<file path="src/rtl/fcc_pkg.sv">
// Shared definitions for the memory command controller.
// Assumes an 8-bit command code space and a six-register bus map.
package fcc_pkg;
    localparam logic [7:0] OP_NULL   = 8'h00;
    localparam logic [7:0] OP_READ   = 8'h01;
    localparam logic [7:0] OP_WRITE  = 8'h02;
    localparam logic [7:0] OP_ERWR   = 8'h03;
    localparam logic [7:0] OP_VERIFY = 8'h04;
    localparam logic [7:0] OP_PERASE = 8'h05;
    localparam logic [7:0] OP_MASS   = 8'h06;
    localparam logic [7:0] OP_SIGN   = 8'h0B;
    localparam logic [7:0] OP_PROT   = 8'h0C;
    localparam logic [7:0] OP_PING   = 8'h0F;
    localparam logic [7:0] CMD_AFTER = 8'h07;

    localparam logic [2:0] OFF_CMD = 3'd0;
    localparam logic [2:0] OFF_ADR = 3'd1;
    localparam logic [2:0] OFF_DAT = 3'd2;
    localparam logic [2:0] OFF_MOD = 3'd3;
    localparam logic [2:0] OFF_STS = 3'd4;
    localparam logic [2:0] OFF_SIG = 3'd5;

    localparam logic [15:0] ERASED_WORD = 16'hFFFF;

    typedef enum logic [1:0] {
        S_IDLE = 2'd0,
        S_RUN  = 2'd1,
        S_SIGN = 2'd2
    } seq_state_e;
endpackage

</file>
<file path="src/rtl/fcc_array.sv">
// Word array that stands in for the nonvolatile cells.
// A write takes priority over an erase in the same cycle, which is how
// erase-then-write completes in one step. Mass erase spares the kernel pages.
// Assumes one command effect per cycle from the sequencer.
module fcc_array
    import fcc_pkg::*;
#(
    parameter int ADDR_W       = 6,
    parameter int PAGE_W       = 3,
    parameter int KERNEL_PAGES = 1
) (
    input  logic                     clk,
    input  logic                     rst_n,
    input  logic [ADDR_W-1:0]        rd_addr,
    output logic [15:0]              rd_data,
    input  logic                     wr_en,
    input  logic [ADDR_W-1:0]        wr_addr,
    input  logic [15:0]              wr_data,
    input  logic                     pg_erase,
    input  logic [ADDR_W-PAGE_W-1:0] pg_idx,
    input  logic                     mass_erase
);
    localparam int DEPTH        = 1 << ADDR_W;
    localparam int KERNEL_WORDS = KERNEL_PAGES << PAGE_W;
    localparam int PG_W         = ADDR_W - PAGE_W;

    logic [15:0] mem [DEPTH];

    // Combinational read port.
    assign rd_data = mem[rd_addr];

    // Per-word update: reset to erased, then write, then erase.
    always_ff @(posedge clk) begin
        for (int w = 0; w < DEPTH; w++) begin
            if (!rst_n) begin
                mem[w] <= ERASED_WORD;
            end else if (wr_en && wr_addr == ADDR_W'(w)) begin
                mem[w] <= wr_data;
            end else if ((pg_erase && pg_idx == PG_W'(w >> PAGE_W)) ||
                         (mass_erase && w >= KERNEL_WORDS)) begin
                mem[w] <= ERASED_WORD;
            end
        end
    end

    // a bare mass erase never touches the first kernel word.
    p_kernel_kept_r6: assert property (@(posedge clk) disable iff (!rst_n)
        (mass_erase && !wr_en && !pg_erase) |=> $stable(mem[0]));

    // erasing a page other than page 0 leaves word 0 alone.
    p_page_local_r5: assert property (@(posedge clk) disable iff (!rst_n)
        (pg_erase && !wr_en && !mass_erase && pg_idx != '0) |=> $stable(mem[0]));
endmodule

</file>
<file path="src/rtl/fcc_timer.sv">
// Down-counter that times a command's busy period.
// A load of N raises expire in the Nth cycle after the load.
// Assumes load_val is at least 1 whenever load is high.
module fcc_timer #(
    parameter int CNT_W = 16
) (
    input  logic             clk,
    input  logic             rst_n,
    input  logic             load,
    input  logic [CNT_W-1:0] load_val,
    output logic             expire
);
    logic [CNT_W-1:0] cnt_q;

    // Count down to zero from the loaded value.
    always_ff @(posedge clk) begin
        if (!rst_n)            cnt_q <= '0;
        else if (load)         cnt_q <= load_val;
        else if (cnt_q != '0)  cnt_q <= cnt_q - 1'b1;
    end

    assign expire = (cnt_q == CNT_W'(1)) && !load;

    // once armed, the count drops by one each cycle until it is done.
    p_count_down_r9: assert property (@(posedge clk) disable iff (!rst_n)
        (cnt_q > CNT_W'(1) && !load) |=> (cnt_q != '0 && !expire) || cnt_q == CNT_W'(1));
endmodule

</file>
<file path="src/rtl/flashcmd_ctrl.sv">
// Command controller for an on-chip nonvolatile word array.
// Decodes bus accesses, starts a command when idle, times it with fcc_timer
// (or walks the array for a signature), and applies the effect at the end.
// Assumes single-cycle bus accesses and command operands that stay unchanged
// while a command runs. The operands are latched at start regardless.
module flashcmd_ctrl
    import fcc_pkg::*;
#(
    parameter int ADDR_W       = 6,
    parameter int PAGE_W       = 3,
    parameter int KERNEL_PAGES = 1,
    parameter int CNT_W        = 16,
    parameter int RD_CYC       = 2,
    parameter int WR_CYC       = 4,
    parameter int EW_CYC       = 12,
    parameter int VF_CYC       = 3,
    parameter int PE_CYC       = 8,
    parameter int ME_CYC       = 20,
    parameter int PR_CYC       = 3,
    parameter int PG_CYC       = 2
) (
    input  logic        clk,
    input  logic        rst_n,
    input  logic        bus_sel,
    input  logic        bus_wr,
    input  logic [2:0]  bus_addr,
    input  logic [15:0] bus_wdata,
    output logic [23:0] bus_rdata,
    output logic        irq
);
    localparam logic [ADDR_W-1:0] LAST_IDX = '1;

    seq_state_e        state_q;
    logic [7:0]        cmd_q, op_q;
    logic [ADDR_W-1:0] addr_q, addr_l, sig_idx;
    logic [15:0]       data_q, data_l;
    logic              ie_q, we_q, we_l, rej_q, prot_used_q;
    logic [1:0]        ws_q;
    logic              done_q, fail_q, irq_q;
    logic [23:0]       sig_q, sig_acc;

    // Code classification helpers.
    function automatic logic code_known(input logic [7:0] c);
        return (c >= OP_READ && c <= OP_MASS) || c == OP_SIGN ||
               c == OP_PROT || c == OP_PING;
    endfunction

    function automatic logic code_alters(input logic [7:0] c);
        return c == OP_WRITE || c == OP_ERWR || c == OP_PERASE || c == OP_MASS;
    endfunction

    function automatic logic [CNT_W-1:0] code_cycles(input logic [7:0] c);
        case (c)
            OP_READ:   return CNT_W'(RD_CYC);
            OP_WRITE:  return CNT_W'(WR_CYC);
            OP_ERWR:   return CNT_W'(EW_CYC);
            OP_VERIFY: return CNT_W'(VF_CYC);
            OP_PERASE: return CNT_W'(PE_CYC);
            OP_MASS:   return CNT_W'(ME_CYC);
            OP_PROT:   return CNT_W'(PR_CYC);
            default:   return CNT_W'(PG_CYC);
        endcase
    endfunction

    logic busy, rd_en, wr_cmd, start, new_rej, t_load, t_expire;
    logic run_end, sig_end, finish, run_ok, vfy_bad, ok;
    logic arr_wr, arr_pg, arr_mass;
    logic [7:0]        new_code;
    logic [CNT_W-1:0]  t_val;
    logic [ADDR_W-1:0] arr_rd_addr;
    logic [15:0]       arr_rdata;

    // Bus decode and command start qualification.
    assign busy     = state_q != S_IDLE;
    assign rd_en    = bus_sel && !bus_wr;
    assign wr_cmd   = bus_sel && bus_wr && bus_addr == OFF_CMD;
    assign new_code = bus_wdata[7:0];
    assign start    = wr_cmd && !busy && new_code != OP_NULL;
    assign new_rej  = !code_known(new_code) || (code_alters(new_code) && !we_q) ||
                      (new_code == OP_PROT && prot_used_q);
    assign t_load   = start && !(new_code == OP_SIGN && !new_rej);
    assign t_val    = new_rej ? CNT_W'(1) : code_cycles(new_code);

    // Completion and effect strobes.
    assign run_end  = state_q == S_RUN && t_expire;
    assign sig_end  = state_q == S_SIGN && sig_idx == LAST_IDX;
    assign finish   = run_end || sig_end;
    assign run_ok   = run_end && !rej_q;
    assign vfy_bad  = op_q == OP_VERIFY && arr_rdata != data_l;
    assign ok       = sig_end || (run_ok && !vfy_bad);
    assign arr_wr   = run_ok && (op_q == OP_WRITE || op_q == OP_ERWR);
    assign arr_pg   = run_ok && (op_q == OP_ERWR || op_q == OP_PERASE);
    assign arr_mass = run_ok && op_q == OP_MASS;
    assign arr_rd_addr = (state_q == S_SIGN) ? sig_idx : addr_l;

    fcc_timer #(.CNT_W(CNT_W)) u_timer (
        .clk(clk), .rst_n(rst_n), .load(t_load), .load_val(t_val), .expire(t_expire)
    );

    fcc_array #(.ADDR_W(ADDR_W), .PAGE_W(PAGE_W), .KERNEL_PAGES(KERNEL_PAGES)) u_array (
        .clk(clk), .rst_n(rst_n), .rd_addr(arr_rd_addr), .rd_data(arr_rdata),
        .wr_en(arr_wr), .wr_addr(addr_l), .wr_data(data_l),
        .pg_erase(arr_pg), .pg_idx(addr_l[ADDR_W-1:PAGE_W]), .mass_erase(arr_mass)
    );

    // Sequencer: latch operands at start, walk the array for a signature.
    always_ff @(posedge clk) begin
        if (!rst_n) begin
            state_q <= S_IDLE;
            op_q    <= OP_NULL;
            addr_l  <= '0;
            data_l  <= '0;
            rej_q   <= 1'b0;
            we_l    <= 1'b0;
            sig_idx <= '0;
            sig_acc <= '0;
        end else if (start) begin
            state_q <= t_load ? S_RUN : S_SIGN;
            op_q    <= new_code;
            addr_l  <= addr_q;
            data_l  <= data_q;
            rej_q   <= new_rej;
            we_l    <= we_q;
            sig_idx <= '0;
            sig_acc <= '0;
        end else if (finish) begin
            state_q <= S_IDLE;
        end else if (state_q == S_SIGN) begin
            sig_idx <= sig_idx + 1'b1;
            sig_acc <= sig_acc + {8'h00, arr_rdata};
        end
    end

    // Command register: holds the written code, then the after-command code.
    always_ff @(posedge clk) begin
        if (!rst_n)                cmd_q <= OP_NULL;
        else if (finish)           cmd_q <= CMD_AFTER;
        else if (wr_cmd && !busy)  cmd_q <= new_code;
    end

    // Operand and mode registers; a read result overrides a bus data write.
    always_ff @(posedge clk) begin
        if (!rst_n) begin
            addr_q <= '0;
            data_q <= '0;
            ie_q   <= 1'b0;
            we_q   <= 1'b0;
            ws_q   <= 2'b00;
        end else begin
            if (bus_sel && bus_wr && bus_addr == OFF_ADR) addr_q <= bus_wdata[ADDR_W-1:0];
            if (run_ok && op_q == OP_READ)
                data_q <= arr_rdata;
            else if (bus_sel && bus_wr && bus_addr == OFF_DAT)
                data_q <= bus_wdata;
            if (bus_sel && bus_wr && bus_addr == OFF_MOD) begin
                ie_q <= bus_wdata[4];
                we_q <= bus_wdata[3];
                ws_q <= bus_wdata[1:0];
            end
        end
    end

    // Completion flags, interrupt pulse, signature result and protect lock.
    always_ff @(posedge clk) begin
        if (!rst_n) begin
            done_q      <= 1'b0;
            fail_q      <= 1'b0;
            irq_q       <= 1'b0;
            sig_q       <= '0;
            prot_used_q <= 1'b0;
        end else begin
            irq_q <= finish && ie_q;
            if (finish) begin
                done_q <= ok;
                fail_q <= !ok;
            end else if (rd_en && bus_addr == OFF_STS) begin
                done_q <= 1'b0;
                fail_q <= 1'b0;
            end
            if (sig_end) sig_q <= sig_acc + {8'h00, arr_rdata};
            if (run_ok && op_q == OP_PROT) prot_used_q <= 1'b1;
            else if (arr_mass)             prot_used_q <= 1'b0;
        end
    end

    assign irq = irq_q;

    // Register read multiplexer.
    always_comb begin
        case (bus_addr)
            OFF_CMD: bus_rdata = {16'h0000, cmd_q};
            OFF_ADR: bus_rdata = 24'(addr_q);
            OFF_DAT: bus_rdata = {8'h00, data_q};
            OFF_MOD: bus_rdata = {16'h0000, 3'b100, ie_q, we_q, 1'b0, ws_q};
            OFF_STS: bus_rdata = {21'h0, busy, fail_q, done_q};
            OFF_SIG: bus_rdata = sig_q;
            default: bus_rdata = '0;
        endcase
    end

    // success and failure are never reported together.
    p_flags_excl_r8: assert property (@(posedge clk) disable iff (!rst_n)
        !(done_q && fail_q));

    // the interrupt only accompanies a fresh, idle completion.
    p_irq_at_end_r11: assert property (@(posedge clk) disable iff (!rst_n)
        irq_q |-> (!busy && (done_q || fail_q)));

    // leaving busy always leaves the after-command code behind.
    p_cmd_code_r10: assert property (@(posedge clk) disable iff (!rst_n)
        $fell(busy) |-> cmd_q == CMD_AFTER);

    // a command write during a busy period leaves the running op alone.
    p_ignore_busy_r9: assert property (@(posedge clk) disable iff (!rst_n)
        (busy && wr_cmd && !finish) |=> (busy && $stable(op_q) && $stable(addr_l)));

    // the array is altered only when write enable was on at start.
    p_guarded_r7: assert property (@(posedge clk) disable iff (!rst_n)
        (arr_wr || arr_pg || arr_mass) |-> we_l);
endmodule

</file>
<file path="config.mk">
export PLATFORM = sky130hd
export DESIGN_NAME = flashcmd_ctrl
export DESIGN_NICKNAME = d
export VERILOG_FILES = /design/src/rtl/fcc_pkg.sv /design/src/rtl/fcc_array.sv /design/src/rtl/fcc_timer.sv /design/src/rtl/flashcmd_ctrl.sv
export SDC_FILE = /design/constraint.sdc
export NUM_CORES = 2
export LEC_CHECK = 0
export ABC_AREA = 1
export BUFFER_PORTS_ARGS = -buffer_cell sky130_fd_sc_hd__buf_2
export CORE_MARGIN = 2
export CORE_UTILIZATION = 33
export DETAILED_ROUTE_END_ITERATION = 10
export PLACE_DENSITY = 0.55
export SKIP_LAST_GASP = 1
export SLEW_MARGIN = 0
export SYNTH_ARGS = -nofsm -noshare
export SYNTH_HDL_FRONTEND = slang
export SYNTH_HIERARCHICAL = 1
export SYNTH_SLANG_ARGS = --single-unit
</file>
<file path="constraint.sdc">
create_clock -name clk -period 6 [get_ports clk]
set_input_delay 1.2 -clock clk [delete_from_list [all_inputs] [get_ports clk]]
set_output_delay 1.2 -clock clk [all_outputs]
set_load 0.1 [all_outputs]
</file>
==> impl_metrics.toml <==
[final_layout]
layout-drive-gt1-share_pct = 9.934
multiInputGateArea_sq_um = 18900
final_nets = 6155
fillers = 16570
syn2layout_area_growth_pct = 14.72
fin_cells = 8416
register_area_sq_um = 33570

[timing]
final-setup-viol-count = 0
worstMarginPinSlew_ns = 1.277
final-hold-violation-count = 0
finClkSkew_ns = 0.02494
fmax_ghz = 0.1865
period_minus_slack_ns = 5.362
setup_tns_ns = 0
rsz0062_at_grt = "no"
maxSlewViolCount = 0
relSlewSlack_pct = 14.53
finalCritPeriodShare_pct = 89.37

[critical_path]
critPathKind = "flip-flop to flip-flop"
crit_arrival_ns = 6.03
r2r_slack_ns = 0.64
end_kind = "flip-flop"
setup.worst_path.start_class = "flip-flop"
critPathMaxFanout = 96
crit_required_ns = 6.67

[global_routing]
grt_max_degree = 140
grt-ovfl-total = 0
grt_pass1_vias = 40570
grtUsageTotal_pct = 19.28
grt_pass1_wl_microns = 253400
antenna_found_initial = 2

[logic_synthesis]
synthDistinctLibCells = 57
synthesis.instances = 6144
syn-cell-area_sq_um = 55570
synth-seq-area-share_pct = 60.41
syn-mean-instance-area_sq_um = 9.045
async_flop_share_pct = 0
ys_warn_count = 6
synth.ff_latch_count = 1165
synthFlopType = "edfxtp_1"
synth_edf_count = 1024

[clock_network]
clock_path_buffers = 3
path_clk_slew_ns = 0.06
clock_sinks = 1165
clk_latency_ns = 0.78
postCtsHoldBufs = 0
cts_tree = "yes"
cts_root_buf = "clkbuf_16"
htreeDepth = 4
post_cts_buffers = 0
cts.repair.resized = 0
numCtsBuffers = 131

[min_path]
hold_class = "flip-flop to flip-flop"

[drt]
drtAntennaViolNets = 0
via_per_inst = 5.070
num_vias = 42670
first_pass_iters = 6
wl_per_cell_microns = 19.97
wirelength_microns = 168100
first_iter_violations = 3956
drc = 0

[pwr]
peakVddDrop_uv = 280.0
power_density_nw_per_um2 = 278.4
leakagePower_nw = 21.43

[die]
chipWidth_microns = 414.4
core_sq_um = 167200
dieArea_sq_um = 171700
rows = 150
pin_count = 48
die_y_microns = 414.4
start_util_pct = 33.23

[outcome]
outcome = "finished clean"

[place]
hpwl_microns = 104100
place_inst = 8183
io_buffers = 47
gp_congestion = 0.8934

[flow_run]
max-cap-violations = 0
## layout by cell type (no fill, tap or decap), types with 9 or more instances in the layout
master / count
nand2_1: 2762
edfxtp_1: 1024
nand3_1: 935
inv_1: 234
nor2_1: 161
dfxtp_1: 141
clkbuf_16: 135
buf_12: 125
a21oi_1: 82
buf_4: 82
o21ai_0: 60
buf_2: 47
nor2_2: 35
nor2_4: 33
clkinv_2: 30
clkbuf_1: 29
nand2_2: 24
clkinv_1: 21
o22ai_2: 19
ha_1: 19
a211oi_1: 18
xor2_1: 14
nor3_1: 13
inv_2: 12
conb_1: 11
o22ai_1: 10
nand4_1: 10
inv_6: 9
o211ai_1: 9
## cells in the mapped netlist, types with 3 or more instances
master	count	share of area (%)
o22ai_1	10	0.11
nor2_1	161	1.1
nand2_4	3	0.061
edfxtp_1	1024	55
ha_1	19	0.43
nor2_4	33	0.67
o21a_1	4	0.054
nand4_1	10	0.11
nand3b_1	4	0.054
nor4_1	4	0.045
a221oi_1	4	0.063
buf_6	37	0.75
clkbuf_1	202	1.4
a21oi_1	82	0.74
buf_1	18	0.12
inv_2	29	0.20
nor3_1	13	0.12
nor3_2	5	0.090
buf_4	19	0.26
o211ai_1	9	0.12
nor2_2	35	0.39
xnor2_1	4	0.063
nand2_2	23	0.26
inv_1	237	1.6
dfxtp_1	141	5.1
o22ai_2	19	0.43
xor2_1	14	0.22
nand3_1	935	8.4
or2_2	6	0.068
nand2_1	2764	19
nor3_4	8	0.23
o21ai_0	67	0.60
a211oi_1	18	0.24
buf_2	152	1.4
## area by class of cell
cell class | instances | area share, %
Tap cell | 2204 | 4.326
Clock buffer | 173 | 5.654
Multi-Input combinational cell | 4292 | 29.65
Inverter | 268 | 1.653
Clock inverter | 59 | 0.7949
Antenna cell | 1 | 0.003925
Timing Repair Buffer | 254 | 5.260
Sequential cell | 1165 | 52.66
## where the power goes
| part | internal, mW | switching (mW) | total (mW) |
|---|---|---|---|
| combinational | 0.331 | 0.673 | 1.00 |
| clock | 4.49 | 3.34 | 7.83 |
| sequential | 8.86 | 0.0548 | 8.91 |
| total | 13.7 | 4.07 | 17.7 |
## flip-flops by register name (all words and copies together) (netlist names), 2 cells and up
signal and flops:
sig_idx 6, sig_q 24, state_q 2, addr_q 6
op_q 8, cmd_q 8, sig_acc 24, u_timer/cnt_q 16
u_array/mem 1024, data_l 16, ws_q 2, data_q 16
addr_l 6
## cell families after synthesis
kind of cell	Yosys count	synth area share, %
adders and majority gates	20	0.4638
and+or+nand+nor	4013	30.51
DFF	1165	60.41
other	1	0.006748
buffers and inverters	697	5.712
xor gates and xnor gates	18	0.2837
AOI/OAI and AO/OA	230	2.612
## layer usage
layer	global-route usage, %	up-vias	part of all wire, %
met4	7.338	0	3.5
li1	-	20270	-
met2	29.69	1517	45
met5	0	-	0
met1	27.14	20600	44
met3	3.197	290	7.1
## worst paths after layout
| check | start | cells after the start | end |
|---|---|---|---|
| max | state_q[1] | 24 | sig_q[14] |
| min | rej_q | 2 | rej_q |
| max reg2reg | state_q[1] | 24 | sig_q[14] |
| min reg2reg | rej_q | 2 | rej_q |
## stage by stage
| stage | cell area [sq um] | setup slack (ns) | power (mW) | util (%) | hold slack [ns] |
|---|---|---|---|---|---|
| 3_5_place_dp | 59640 | 0.8516 | 10.09 | 35.66 | 0.4408 |
| 4_1_cts | 63750 | 0.8149 | 17.90 | 38.12 | 0.4536 |
| 5_1_grt | 63750 | 0.3420 | 18.34 | 38.12 | 0.4818 |
| 6_report | 63750 | 0.6378 | 17.75 | 38.12 | 0.4538 |
| 3_3_place_gp | 59640 | 0.7707 | 10.07 | 35.66 | 0.4451 |
| 2_1_floorplan | 55610 | 0.5440 | 9.768 | - | 0.4182 |
## worst max-delay path: stages, from the launching register on
cell and delay, ns:
dfxtp_1 0.39, nand2_1 0.31, inv_1 0.33, nand2_1 0.15, nand2_4 0.36, buf_12 0.41, nand3_1 0.26, nand3_1 0.20
nand2_1 0.19, nand2_1 0.10, nand3_1 0.12, nand3_1 0.11, nand2_1 0.21, ha_1 0.30, fa_1 0.41, nand2_1 0.09
nand3_1 0.10, nand3_1 0.09, nand2_1 0.16, nand2_1 0.11, nand3_1 0.09, xnor2_1 0.38, nand2_1 0.11, nand2_1 0.09
inv_1 0.03
Power figures use the tool's default switching activity.
